`config.mk`:
```
export PLATFORM = sky130hd
export DESIGN_NAME = gshr_predictor
export DESIGN_NICKNAME = d
export VERILOG_FILES = /design/src/rtl/gshr_pkg.sv /design/src/rtl/gshr_index.sv /design/src/rtl/gshr_history.sv /design/src/rtl/gshr_ctr_table.sv /design/src/rtl/gshr_predictor.sv
export SDC_FILE = /design/constraint.sdc
export NUM_CORES = 1
export LEC_CHECK = 0
export ABC_AREA = 1
export BUFFER_PORTS_ARGS = -buffer_cell sky130_fd_sc_hd__buf_2
export CAP_MARGIN = 10
export CORE_UTILIZATION = 44
export CTS_CLUSTER_DIAMETER = 40
export DETAILED_ROUTE_END_ITERATION = 12
export HOLD_SLACK_MARGIN = 0.03
export PLACE_DENSITY = 0.74
export SLEW_MARGIN = 20
export SYNTH_ARGS = -nofsm -noshare
export SYNTH_HDL_FRONTEND = slang
export SYNTH_SLANG_ARGS = --single-unit
```
`constraint.sdc`:
```
create_clock -name clk -period 1.2 [get_ports clk]
set_input_delay 0.18 -clock clk [delete_from_list [all_inputs] [get_ports clk]]
set_output_delay 0.18 -clock clk [all_outputs]
set_load 0.02 [all_outputs]
```
`src/rtl/gshr_pkg.sv`:
```
package gshr_pkg;

   localparam int DEF_PC_W    = 16;
   localparam int DEF_IDX_LO  = 4;
   localparam int DEF_HIST_W  = 3;
   localparam int DEF_CTR_W   = 2;
   localparam int DEF_CTR_INIT = 1;

   // saturating up/down step of a counter of width w
   function automatic int unsigned sat_step(int unsigned cur, bit up, int unsigned cmax);
      if (up) return (cur >= cmax) ? cmax : cur + 1;
      else    return (cur == 0) ? 0 : cur - 1;
   endfunction

endpackage

```
`src/rtl/gshr_index.sv`:
```
module gshr_index #(
   parameter int PC_W   = gshr_pkg::DEF_PC_W,
   parameter int IDX_LO = gshr_pkg::DEF_IDX_LO,
   parameter int HIST_W = gshr_pkg::DEF_HIST_W
) (
   input  logic [PC_W-1:0]   pc,
   input  logic [HIST_W-1:0] hist,
   output logic [HIST_W-1:0] idx
);
   localparam int IDX_HI = IDX_LO + HIST_W - 1;

   if (IDX_HI >= PC_W) begin : g_bad_field
      $error("gshr_index: PC field exceeds PC width");
   end

   logic [HIST_W-1:0] pc_field;

   for (genvar b = 0; b < HIST_W; b++) begin : g_bit
      assign pc_field[b] = pc[IDX_LO + b];
      assign idx[b]      = pc_field[b] ^ hist[b];
   end
endmodule

```
`src/rtl/gshr_history.sv`:
```
module gshr_history #(
   parameter int HIST_W = gshr_pkg::DEF_HIST_W
) (
   input  logic              clk,
   input  logic              rst_n,
   input  logic              shift_en,
   input  logic              outcome,
   output logic [HIST_W-1:0] hist
);
   if (HIST_W < 1) begin : g_bad_width
      $error("gshr_history: history width must be at least 1");
   end

   logic [HIST_W-1:0] hist_q;

   if (HIST_W == 1) begin : g_single
      always_ff @(posedge clk or negedge rst_n) begin
         if (!rst_n)        hist_q <= '0;
         else if (shift_en) hist_q <= outcome;
      end
   end else begin : g_multi
      always_ff @(posedge clk or negedge rst_n) begin
         if (!rst_n)        hist_q <= '0;
         else if (shift_en) hist_q <= {hist_q[HIST_W-2:0], outcome};
      end
   end

   assign hist = hist_q;
endmodule

```
`src/rtl/gshr_ctr_table.sv`:
```
module gshr_ctr_table #(
   parameter int IDX_W    = gshr_pkg::DEF_HIST_W,
   parameter int CTR_W    = gshr_pkg::DEF_CTR_W,
   parameter int CTR_INIT = gshr_pkg::DEF_CTR_INIT
) (
   input  logic                        clk,
   input  logic                        rst_n,
   input  logic [IDX_W-1:0]            rd_idx,
   output logic [CTR_W-1:0]            rd_ctr,
   input  logic                        wr_en,
   input  logic [IDX_W-1:0]            wr_idx,
   input  logic                        wr_up,
   output logic [(1<<IDX_W)*CTR_W-1:0] ctr_flat
);
   localparam int N_ENT = 1 << IDX_W;
   localparam int CMAX  = (1 << CTR_W) - 1;

   if (CTR_W < 1 || CTR_W > 8) begin : g_bad_ctr
      $error("gshr_ctr_table: counter width out of range");
   end
   if (CTR_INIT < 0 || CTR_INIT > CMAX) begin : g_bad_init
      $error("gshr_ctr_table: initial counter value out of range");
   end
   if (IDX_W > 10) begin : g_bad_depth
      $error("gshr_ctr_table: table too deep");
   end

   for (genvar e = 0; e < N_ENT; e++) begin : g_ent
      logic [CTR_W-1:0] ctr_q;
      logic [CTR_W-1:0] ctr_nx;
      logic             hit;

      assign hit = wr_en && (wr_idx == IDX_W'(e));

      always_comb begin
         ctr_nx = CTR_W'(gshr_pkg::sat_step(int'(ctr_q), wr_up, CMAX));
      end

      always_ff @(posedge clk or negedge rst_n) begin
         if (!rst_n)   ctr_q <= CTR_W'(CTR_INIT);
         else if (hit) ctr_q <= ctr_nx;
      end

      assign ctr_flat[e*CTR_W +: CTR_W] = ctr_q;
   end

   assign rd_ctr = ctr_flat[rd_idx*CTR_W +: CTR_W];
endmodule

```
`src/rtl/gshr_predictor.sv`:
```
module gshr_predictor #(
   parameter int PC_W     = gshr_pkg::DEF_PC_W,
   parameter int IDX_LO   = gshr_pkg::DEF_IDX_LO,
   parameter int HIST_W   = gshr_pkg::DEF_HIST_W,
   parameter int CTR_W    = gshr_pkg::DEF_CTR_W,
   parameter int CTR_INIT = gshr_pkg::DEF_CTR_INIT
) (
   input  logic              clk,
   input  logic              rst_n,
   input  logic [PC_W-1:0]   pred_pc,
   output logic [HIST_W-1:0] pred_idx,
   output logic [CTR_W-1:0]  pred_ctr,
   output logic              pred_taken,
   input  logic              upd_valid,
   input  logic [PC_W-1:0]   upd_pc,
   input  logic              upd_taken
);
   localparam int N_ENT  = 1 << HIST_W;
   localparam int FLAT_W = N_ENT * CTR_W;

   logic [HIST_W-1:0] hist;
   logic [HIST_W-1:0] upd_idx;
   logic [FLAT_W-1:0] ctr_flat;

   gshr_index #(.PC_W(PC_W), .IDX_LO(IDX_LO), .HIST_W(HIST_W)) u_pidx (
      .pc(pred_pc), .hist(hist), .idx(pred_idx)
   );

   // pre-shift history: register still holds the old value this cycle
   gshr_index #(.PC_W(PC_W), .IDX_LO(IDX_LO), .HIST_W(HIST_W)) u_uidx (
      .pc(upd_pc), .hist(hist), .idx(upd_idx)
   );

   gshr_history #(.HIST_W(HIST_W)) u_hist (
      .clk(clk), .rst_n(rst_n), .shift_en(upd_valid),
      .outcome(upd_taken), .hist(hist)
   );

   gshr_ctr_table #(.IDX_W(HIST_W), .CTR_W(CTR_W), .CTR_INIT(CTR_INIT)) u_tbl (
      .clk(clk), .rst_n(rst_n),
      .rd_idx(pred_idx), .rd_ctr(pred_ctr),
      .wr_en(upd_valid), .wr_idx(upd_idx), .wr_up(upd_taken),
      .ctr_flat(ctr_flat)
   );

   assign pred_taken = pred_ctr[CTR_W-1];
endmodule

```
==> results of run 1 <==
path summary, 6_finish.rpt:
kind	endpoint	cells past startpoint	slack, ns	start
max reg2reg	u_tbl.g_ent[1].ctr_q[0]	7	-0.30	u_hist.hist[0]
max in group asynchronous	u_tbl.g_ent[6].ctr_q[0]	2	0.53	rst_n
min	u_hist.hist[1]	2	0.12	upd_valid
min in group asynchronous	u_tbl.g_ent[1].ctr_q[1]	2	0.33	rst_n
min reg2reg	u_tbl.g_ent[6].ctr_q[0]	2	0.55	u_tbl.g_ent[6].ctr_q[0]
max	pred_ctr[1]	9	-0.60	u_hist.hist[0]
power by group through the flow:
| stage | clock, mW | sequential [mW] | combinational [mW] |
|---|---|---|---|
| after floorplan | 0 | 1.15 | 0.981 |
| after global placement | 0 | 1.19 | 1.32 |
| after detailed placement | 0 | 1.21 | 1.39 |
| after CTS | 0.349 | 1.20 | 1.68 |
| after global routing | 0.376 | 1.24 | 2.06 |
| final | 0.353 | 1.21 | 1.89 |
layout by cell type (no fill, tap or decap), drive strengths merged:
master / count
dfstp: 8
o21ai: 23
xnor2: 5
nand2: 52
clkbuf: 3
mux2: 1
maj3: 4
buf: 34
nor2: 15
a21oi: 7
clkinv: 2
dlygate4sd3: 1
dfrtp: 11
inv: 19
nand3: 18
xor2: 4
what timing repair did:
action                     4_1_cts  5_1_grt
setup endpoints to repair       22       22
hold endpoints to repair        11        0
pin swaps                       11       13
cloned                           2        0
buffers inserted                 5        3
gates resized for setup         51       26
hold buffers                     1        0
final cells by class:
type | count | area (µm²) | share of cell area, %
clock buffer | 3 | 22.52 | 1.225
clock inverter | 1 | 5.005 | 0.2723
inverter | 20 | 80.08 | 4.357
multi-input combinational | 129 | 922.1 | 50.17
sequential | 19 | 488.0 | 26.55
tap | 30 | 37.54 | 2.042
timing repair buffer | 35 | 282.8 | 15.38
metal layers:
metal,up-vias,track usage (%),part of all wire [%]
li1,622,-,-
met1,649,29.48,38
met2,56,46.99,54
met3,10,8.056,5.2
met4,0,14.10,2.7
met5,-,0,0
worst max-delay path, stage by stage (launching register included):
cell and delay (ns):
dfrtp_2 0.46, clkinv_4 0.12, nand2_8 0.11, nand2_8 0.08
nand2_4 0.06, nand3_2 0.08, nand2_2 0.11, nand2_2 0.07
nand2_2 0.09, buf_6 0.12
metrics by stage:
stage / setup slack (ns) / std cells
2_1_floorplan: -0.2002 / 171
3_3_place_gp: -0.1750 / 223
3_5_place_dp: -0.2432 / 223
4_1_cts: -0.5123 / 234
5_1_grt: -0.6775 / 237
6_report: -0.6048 / 237
flip-flops by register name (all words and copies together) (netlist names):
signal and flops:
u_hist.hist 3, u_tbl.g_ent.ctr_q 16
cell families (layout without fill, tap and decap cells):
group,count (synthesis),in the layout
muxes,1,1
DFF,19,19
buffers and inverters,25,59
xor gates and xnor gates,9,9
adders and majority gates,4,4
and+or+nand+nor,83,85
AOI/OAI and AO/OA,30,30
==> impl_metrics.ini, run 1 <==
[synthesis]
async_reset_ff_share_pct = 100.0
synth_commonest_cells = nand2_1, o21ai_0, inv_1
synth_xor_xnor_area_share_pct = 7.048
yosys.area.top_type = dfrtp_1
synth_compound_area_share_pct = 12.26
synth_most_common_cell = nand2_1
synth_flop_cell = dfrtp_1
synth_top_family_by_area = simple AND/OR/NAND/NOR gates
yosysWarningCount = 0
ys_types = 19
synth_area_leaders = dfrtp_1, dfstp_2, nand2_1
synth_mux_area_share_pct = 0.9193
synth_top_cell_area_share_pct = 22.47
synthAdderAreaFrac_pct = 3.269
synth_area_per_cell_um2 = 7.163
ys_seq_area_share_pct = 39.63
synth_edf_count = 0
ys_ff_latch = 19
netlist_area_um2 = 1225
synthesis.nets = 207
synth-simple-area-share_pct = 28.29
syn_inst = 171

[clocking]
numCtsBuffers = 3
clock_latency_ns = 0.32
clockRootBuffer = clkbuf_4
clk_pin_slew_ns = 0.12
cts.sinks = 19
cts_buffer_depth = 2
htree_levels = 1
cts_tree = built

[timing]
maxSlewHeadroom_pct = 70.31
slew_viol_final = 0
rsz0062_at_grt = yes
holdWs_ns = 0.1227
setup_tns_ns = -6.716
clock_skew_ns = 0.008197
final_hold_viol_count = 0
setup_viol = 22
period_minus_slack_ns = 1.805
tightest_slew_ns = 0.4453
layout_setup_ws_ns = -0.6048
final.period_utilization_pct = 150.4
max_clock_freq_mhz = 554.1

[floorplanning]
row_count = 18
die-width_um = 54.76
io_pins = 42
die-area_um2 = 2999
die_y_um = 54.76
floorplan.initialDensity_pct = 48.13
coreArea_um2 = 2545

[power_and_ir_drop]
p_leak_nw = 0.8286
seq_power_share_pct = 35.0
pwr-share-comb_pct = 54.8
power_mw = 3.454
internal-power_mw = 1.959
switchingPower_mw = 1.495
power_frac_clock_pct = 10.2
p_per_area_nw_per_um2 = 1879
peakVddDrop_mv = 1.280
swShare_pct = 43.28

[final_layout]
n_antenna_cell = 0
fin_nets = 244
fillers = 178
drive_gt1_share_pct = 45.41
fin_area_um2 = 1838
area_growth_syn_to_layout_pct = 50.05
utilization_pct = 72.22

[place]
routabilityCongestion = 0.8280
place_area_um2 = 1434
io_buffer_count = 15
place_hpwl_mm = 2.312

[global_routing]
grt_max_degree = 20
grt_pass1_wl_mm = 5.699
antenna_found_initial = 0
grt_usage_pct = 27.15
overflow = 0
grt_pass1_vias = 1382

[outcome]
violations = setup timing
status = finished with violations

[drt]
vias = 1337
routed_wl_mm = 3.754
firstDrtPassIters = 4
antenna_left = 0
drtIter0Drc = 36
route.detailed.drc = 0
wl_per_cell_um = 15.84
vias_per_cell = 5.641

[critical_path]
endpoint_kind = output pin
path_max_fanout = 7
worstPathArrival_ns = 1.62
crit_required_ns = 1.02
startpoint_type = flip-flop
critical_path_class = flip-flop to output pin

[flow_run]
cap_viol_max_count = 0

[hold_path]
hold_class = input pin to flip-flop
Power figures use the tool's default switching activity.
==> run 2: changes to the inputs <==
--- a/config.mk
+++ b/config.mk
@@ -8,9 +8,9 @@
 export ABC_AREA = 1
-export BUFFER_PORTS_ARGS = -buffer_cell sky130_fd_sc_hd__buf_2
 export CAP_MARGIN = 10
-export CORE_UTILIZATION = 44
+export CORE_UTILIZATION = 55
 export CTS_CLUSTER_DIAMETER = 40
 export DETAILED_ROUTE_END_ITERATION = 12
+export DONT_BUFFER_PORTS = 1
 export HOLD_SLACK_MARGIN = 0.03
-export PLACE_DENSITY = 0.74
+export PLACE_DENSITY = 0.73
 export SLEW_MARGIN = 20
@@ -19 +19,2 @@
 export SYNTH_SLANG_ARGS = --single-unit
+export TNS_END_PERCENT = 20
==> constraint.sdc (replaced) <==
create_clock -name clk -period 1.2 [get_ports clk]
set_input_delay 0.12 -clock clk [delete_from_list [all_inputs] [get_ports clk]]
set_output_delay 0.12 -clock clk [all_outputs]
set_load 0.02 [all_outputs]
==> run 2 against run 1 <==
Effect of this change: die area fell by 19%; cell count fell by 10%; sequential power barely moved; largest cell class unchanged; the run still ends with setup timing left; critical path depth fell by 2; critical path type unchanged; largest power group unchanged; clock-buffer cell count rose by 1; first-iteration DRC count rose by 61%; fmax rose by 11%; sequential share of layout area rose by 3.9 points.
==> impl_metrics.ini, run 2 (same netlist as run 1, synthesis figures left out) <==
[outcome]
status = finished with violations
violations = setup timing

[final_layout]
final_cell_mix = nand2_1, o21ai_0, inv_1, nand3_1, nand2_2
drive_gt1_share_pct = 34.95
final_common_cell = nand2_1
fillers = 134
utilization_pct = 79.39
n_antenna_cell = 0
fin_nets = 223
largest-register = u_tbl.g_ent.ctr_q
area_growth_syn_to_layout_pct = 31.05
multi_input_area_um2 = 852.1
final-seq-area_um2 = 489.2
largest_reg_flops = 16

[global_routing]
grt_pass1_wl_mm = 5.085
top_usage_layer = met2
overflow = 0
antenna_found_initial = 0
grt_max_degree = 20
grtUsageMet3_pct = 4.361
met1_usage_pct = 31.50
grt_usage_pct = 28.19
grt_use_met2_pct = 49.09
grt_pass1_vias = 1212

[place]
place_hpwl_mm = 2.003
io_buffer_count = 0
routabilityCongestion = 0.9010

[drt]
routed_wl_mm = 3.386
vias = 1256
route.detailed.drc = 0
drtIter0Drc = 58
firstDrtPassIters = 4
wl_per_cell_um = 15.90
vias_per_cell = 5.897
antenna_left = 0

[floorplanning]
die_y_um = 49.19
die-width_um = 49.19
row_count = 16
coreArea_um2 = 2022
die-area_um2 = 2420
floorplan.initialDensity_pct = 60.58
io_pins = 42

[critical_path]
crit_required_ns = 1.08
path_max_fanout = 9
critical_path_class = flip-flop to output pin
startpoint_type = flip-flop
endpoint_kind = output pin
worstPathArrival_ns = 1.50

[flow_run]
cap_viol_max_count = 0

[timing]
maxSlewHeadroom_pct = 43.92
rsz0062_at_grt = yes
layout_setup_ws_ns = -0.4228
holdWs_ns = 0.08468
clock_skew_ns = 0.009107
setup_viol = 22
final_hold_viol_count = 0
final.period_utilization_pct = 135.2
max_clock_freq_mhz = 616.2
slew_viol_final = 0
tightest_slew_ns = 0.8384
period_minus_slack_ns = 1.623

[clocking]
cts_tree = built
clk_pin_slew_ns = 0.11
htree_levels = 1
clock_latency_ns = 0.31
clockRootBuffer = clkbuf_4
numCtsBuffers = 3
cts_buffer_depth = 2
cts.sinks = 19

[hold_path]
hold_class = input pin to flip-flop

[power_and_ir_drop]
p_leak_nw = 0.6940
p_per_area_nw_per_um2 = 1866
peakVddDrop_mv = 1.357
run 2: cell count changes in the layout (fill, tap and decap cells not counted), sizes merged:
cell | before | now
inv | 19 | 20
clkinv | 2 | 0
clkbuf | 3 | 4
nand2 | 52 | 51
buf | 34 | 12
dlygate4sd3 | 1 | 3
run 2: cell type report:
type	instances	area share, %
Clock buffer	4	1.637
Inverter	20	4.988
Multi-Input combinational cell	128	53.08
Sequential cell	19	30.48
Tap cell	27	2.104
Timing Repair Buffer	15	7.716
run 2: metal layers:
| metal | share of wire (%) | wire [µm] | vias to the layer above |
|---|---|---|---|
| met5 | 0 | 0 | - |
| met4 | 5.0 | 170 | 0 |
| met3 | 6.4 | 217 | 24 |
| met2 | 50 | 1698 | 68 |
| met1 | 38 | 1299 | 589 |
| li1 | - | - | 575 |
run 2: power breakdown:
| part | switching [mW] | internal (mW) |
|---|---|---|
| clock | 0.208 | 0.130 |
| combinational | 0.890 | 0.546 |
| sequential | 0.213 | 1.01 |
| total | 1.31 | 1.69 |
run 2: what timing repair did:
| action | CTS | global route |
|---|---|---|
| setup endpoints to repair | 22 | 22 |
| hold buffers | 3 | 0 |
| endpoints found under the hold margin | 22 | 0 |
| resized for setup | 30 | 17 |
| cloned | 1 | 0 |
| pin swaps | 7 | 4 |
| setup buffers | 4 | 1 |
run 2: worst max-delay path, stage by stage, from the launching register on:
cell and delay, ns:
dfrtp_2 0.48, inv_4 0.11, nand2_8 0.08, nand3_1 0.11
nand3_1 0.09, nand2_1 0.11, nand2_2 0.07, nand2_4 0.14
run 2: worst paths after layout:
check	start	endpoint	slack, ns	depth (start not counted)
min in group asynchronous	rst_n	u_tbl.g_ent[3].ctr_q[1]	0.34	1
max in group asynchronous	rst_n	u_hist.hist[2]	0.28	1
min	upd_taken	u_tbl.g_ent[3].ctr_q[0]	0.08	4
min reg2reg	u_tbl.g_ent[6].ctr_q[0]	u_tbl.g_ent[6].ctr_q[0]	0.55	2
max reg2reg	u_hist.hist[1]	u_tbl.g_ent[6].ctr_q[1]	-0.18	6
max	u_hist.hist[0]	pred_ctr[1]	-0.42	7
run 2: through the flow:
stage          instances  setup TNS, ns  setup slack (ns)  power, mW  cell area, µm²
6_report             213         -3.772           -0.4228      2.996            1605
5_1_grt              213         -5.466           -0.4519      3.198            1605
4_1_cts              212         -2.497           -0.3419      2.845            1530
3_5_place_dp         200         -2.206           -0.1620      2.345            1315
3_3_place_gp         200         -1.837           -0.1306      2.280            1315
2_1_floorplan        171        -0.1684           -0.1410      2.123            1269
==> run 3: changes to the inputs <==
CORE_MARGIN = 4   (was unset)
CORE_UTILIZATION = 60   (was 55)
PLACE_DENSITY = 0.76   (was 0.73)
SYNTH_HIERARCHICAL = 1   (was unset)
clock period = 1.94 ns   (was 1.2 ns; I/O delays follow)
==> run 3 against run 2 <==
Effect of this change: critical endpoint is now pred_taken; non-clock buffer count fell by 9; critical path type unchanged; sequential cell count did not move; worst setup slack improved by 0.59 ns; sequential share of layout area rose by 5.3 points; total power fell by 48%; critical path depth rose by 3; global-route usage fell by 5.9 points; synthesized cell count rose by 18%; routed wire length fell by 21%; the flow now finishes without violations; register-to-register slack improved by 0.76 ns; via count fell by 5.0%.
==> impl_metrics.ini, run 3 <==
[global_routing]
grt_pass1_vias = 1171
grt_max_degree = 20
antenna_found_initial = 0
grt_usage_pct = 22.29
overflow = 0
grt_pass1_wl_mm = 4.761

[critical_path]
critPathMaxStageDelay_ns = 0.45
worstPathArrival_ns = 1.58
crit_required_ns = 1.75
path_max_fanout = 10
critPathBufInv = 3
cp_common_cell = nand2_1
path_delay_family = simple AND/OR/NAND/NOR gates
critical_path_class = flip-flop to output pin
endpoint_kind = output pin
critPathSlowestCell = dfrtp_2
startpoint_type = flip-flop
worstPathCellList = inv_1 > nand2_1 > nand2_4 > inv_2 > nand2_1 > nand3_1 > nand2_1 > nand2_1 > nand2_1 > buf_12

[timing]
rsz0062_at_grt = no
period_minus_slack_ns = 1.771
final.period_utilization_pct = 91.27
slew_viol_final = 0
layout_setup_ws_ns = 0.1693
tightest_slew_ns = 0.8126
setup_tns_ns = 0
final_hold_viol_count = 0
maxSlewHeadroom_pct = 45.65
max_clock_freq_mhz = 564.8
clock_skew_ns = 0.006553
setup_viol = 0

[flow_run]
cap_viol_max_count = 0

[power_and_ir_drop]
swShare_pct = 40.98
p_leak_nw = 0.7370
internal-power_mw = 0.9246
power_frac_clock_pct = 12.1
seq_power_share_pct = 47.2
power_mw = 1.566
pwr-share-comb_pct = 40.6
peakVddDrop_mv = 0.7950
p_per_area_nw_per_um2 = 1153
switchingPower_mw = 0.6419

[clocking]
clk_pin_slew_ns = 0.10
clock_latency_ns = 0.29
numCtsBuffers = 3
cts_buffer_depth = 2
clockRootBuffer = clkbuf_4
cts_tree = built
postCtsSetupRepairBufs = 0
htree_levels = 1
cts.sinks = 19

[outcome]
status = finished, final reports clean

[floorplanning]
die-width_um = 53.80
floorplan.initialDensity_pct = 63.51
io_pins = 42
die-area_um2 = 2894
row_count = 16
coreArea_um2 = 1982
die_y_um = 53.80

[hold_path]
hold_class = input pin to flip-flop

[final_layout]
multi_input_area_um2 = 596.8
n_antenna_cell = 0
final_common_cell = nand2_1
largest-register = u_tbl/g_ent.ctr_q
drive_gt1_share_pct = 9.135
area_growth_syn_to_layout_pct = 7.952
final-seq-area_um2 = 486.7
utilization_pct = 68.56
fin_nets = 245
final_cell_mix = nand2_1, inv_1, o21ai_0, nand3_1, dfrtp_1
largest_reg_flops = 16
fillers = 174

[synthesis]
synth_xor_xnor_area_share_pct = 0
synth_top_family_by_area = simple AND/OR/NAND/NOR gates
synth_compound_area_share_pct = 11.73
netlist_area_um2 = 1259
synthesis.nets = 238
yosys.area.top_type = nand2_1
ys_seq_area_share_pct = 38.57
syn_inst = 202
synth_area_leaders = nand2_1, dfrtp_1, dfstp_2
synth_edf_count = 0
synth_area_per_cell_um2 = 6.231
synthAdderAreaFrac_pct = 0
yosysWarningCount = 6
synth_commonest_cells = nand2_1, inv_1, o21ai_0
async_reset_ff_share_pct = 100.0
ys_ff_latch = 19
synth_most_common_cell = nand2_1
synth_top_cell_area_share_pct = 23.56
synth-simple-area-share_pct = 35.09
synth_mux_area_share_pct = 0
ys_types = 14
synth_flop_cell = dfrtp_1

[drt]
antenna_left = 0
vias_per_cell = 5.077
drtIter0Drc = 40
vias = 1193
route.detailed.drc = 0
routed_wl_mm = 2.684
wl_per_cell_um = 11.42
firstDrtPassIters = 5

[place]
place_hpwl_mm = 2.052
io_buffer_count = 0
pre_cts_ws_ns = 0.3252
routabilityCongestion = 0.8204
## run 3: cell count changes in the layout (fill, tap and decap cells not counted), sizes merged, moves of 3 or more
| cell | change |
|---|---|
| a21oi | -6 |
| buf | -9 |
| inv | +20 |
| maj3 | -4 |
| nand2 | +28 |
| nor2 | -7 |
| nor3 | +3 |
| o21ai | +4 |
| xnor2 | -5 |
| xor2 | -4 |
## run 3: kinds of logic (layout without fill, tap and decap cells)
logic type,Yosys count,after routing
simple gates,110,110
buf+inv,44,50
flops,19,19
compound gates,29,29
## run 3: power groups by stage
| stage | Clock [mW] | Combinational (mW) | Sequential [mW] |
|---|---|---|---|
| after global routing | 0.222 | 0.725 | 0.768 |
| after floorplan | 0 | 0.492 | 0.711 |
| after detailed placement | 0 | 0.610 | 0.749 |
| after global placement | 0 | 0.589 | 0.731 |
| after CTS | 0.205 | 0.630 | 0.741 |
| final | 0.190 | 0.636 | 0.740 |
## run 3: path summary, 6_finish.rpt
check	from	to	slack, ns	cells after the start
setup / recovery	u_hist/hist[0]	pred_taken	0.17	10
hold / removal	upd_taken	u_tbl/g_ent[2].ctr_q[1]	0.06	2
min in group asynchronous	rst_n	u_tbl/g_ent[5].ctr_q[1]	0.43	1
max in group asynchronous	rst_n	u_hist/hist[0]	0.96	1
hold reg to reg	u_tbl/g_ent[0].ctr_q[0]	u_tbl/g_ent[0].ctr_q[0]	0.50	2
setup reg to reg	u_hist/hist[1]	u_tbl/g_ent[4].ctr_q[1]	0.58	7
## run 3: metrics by stage
| stage | instance area (µm²) | hold WS (ns) | std cells |
|---|---|---|---|
| after floorplan | 1259 | -0.1016 | 202 |
| after CTS | 1353 | 0.04458 | 235 |
| after global placement | 1294 | -0.1012 | 228 |
| final | 1359 | 0.05720 | 235 |
| after detailed placement | 1294 | -0.1012 | 228 |
| after global routing | 1359 | 0.05499 | 235 |
## run 3: final cells by class
cell class              count  share of cell area (%)
multi-input cells         139                   43.92
flip-flops and latches     19                   35.82
inverters                  40                   11.05
repair buffers              6                   4.788
well taps                  27                   2.486
clock buffers               4                   1.934
## run 3: metal layers
metal	routed length (µm)	GRT usage (%)	up-vias
li1	-	-	632
met1	1187	25.61	533
met2	1348	41.53	26
met3	136	4.432	2
met4	12	5.532	0
met5	0	0	-
## run 3: what timing repair did
action                     CTS  global route
hold endpoints to repair    22             0
gates resized for setup      1             2
hold buffers                 3             0
setup endpoints to repair    2             3
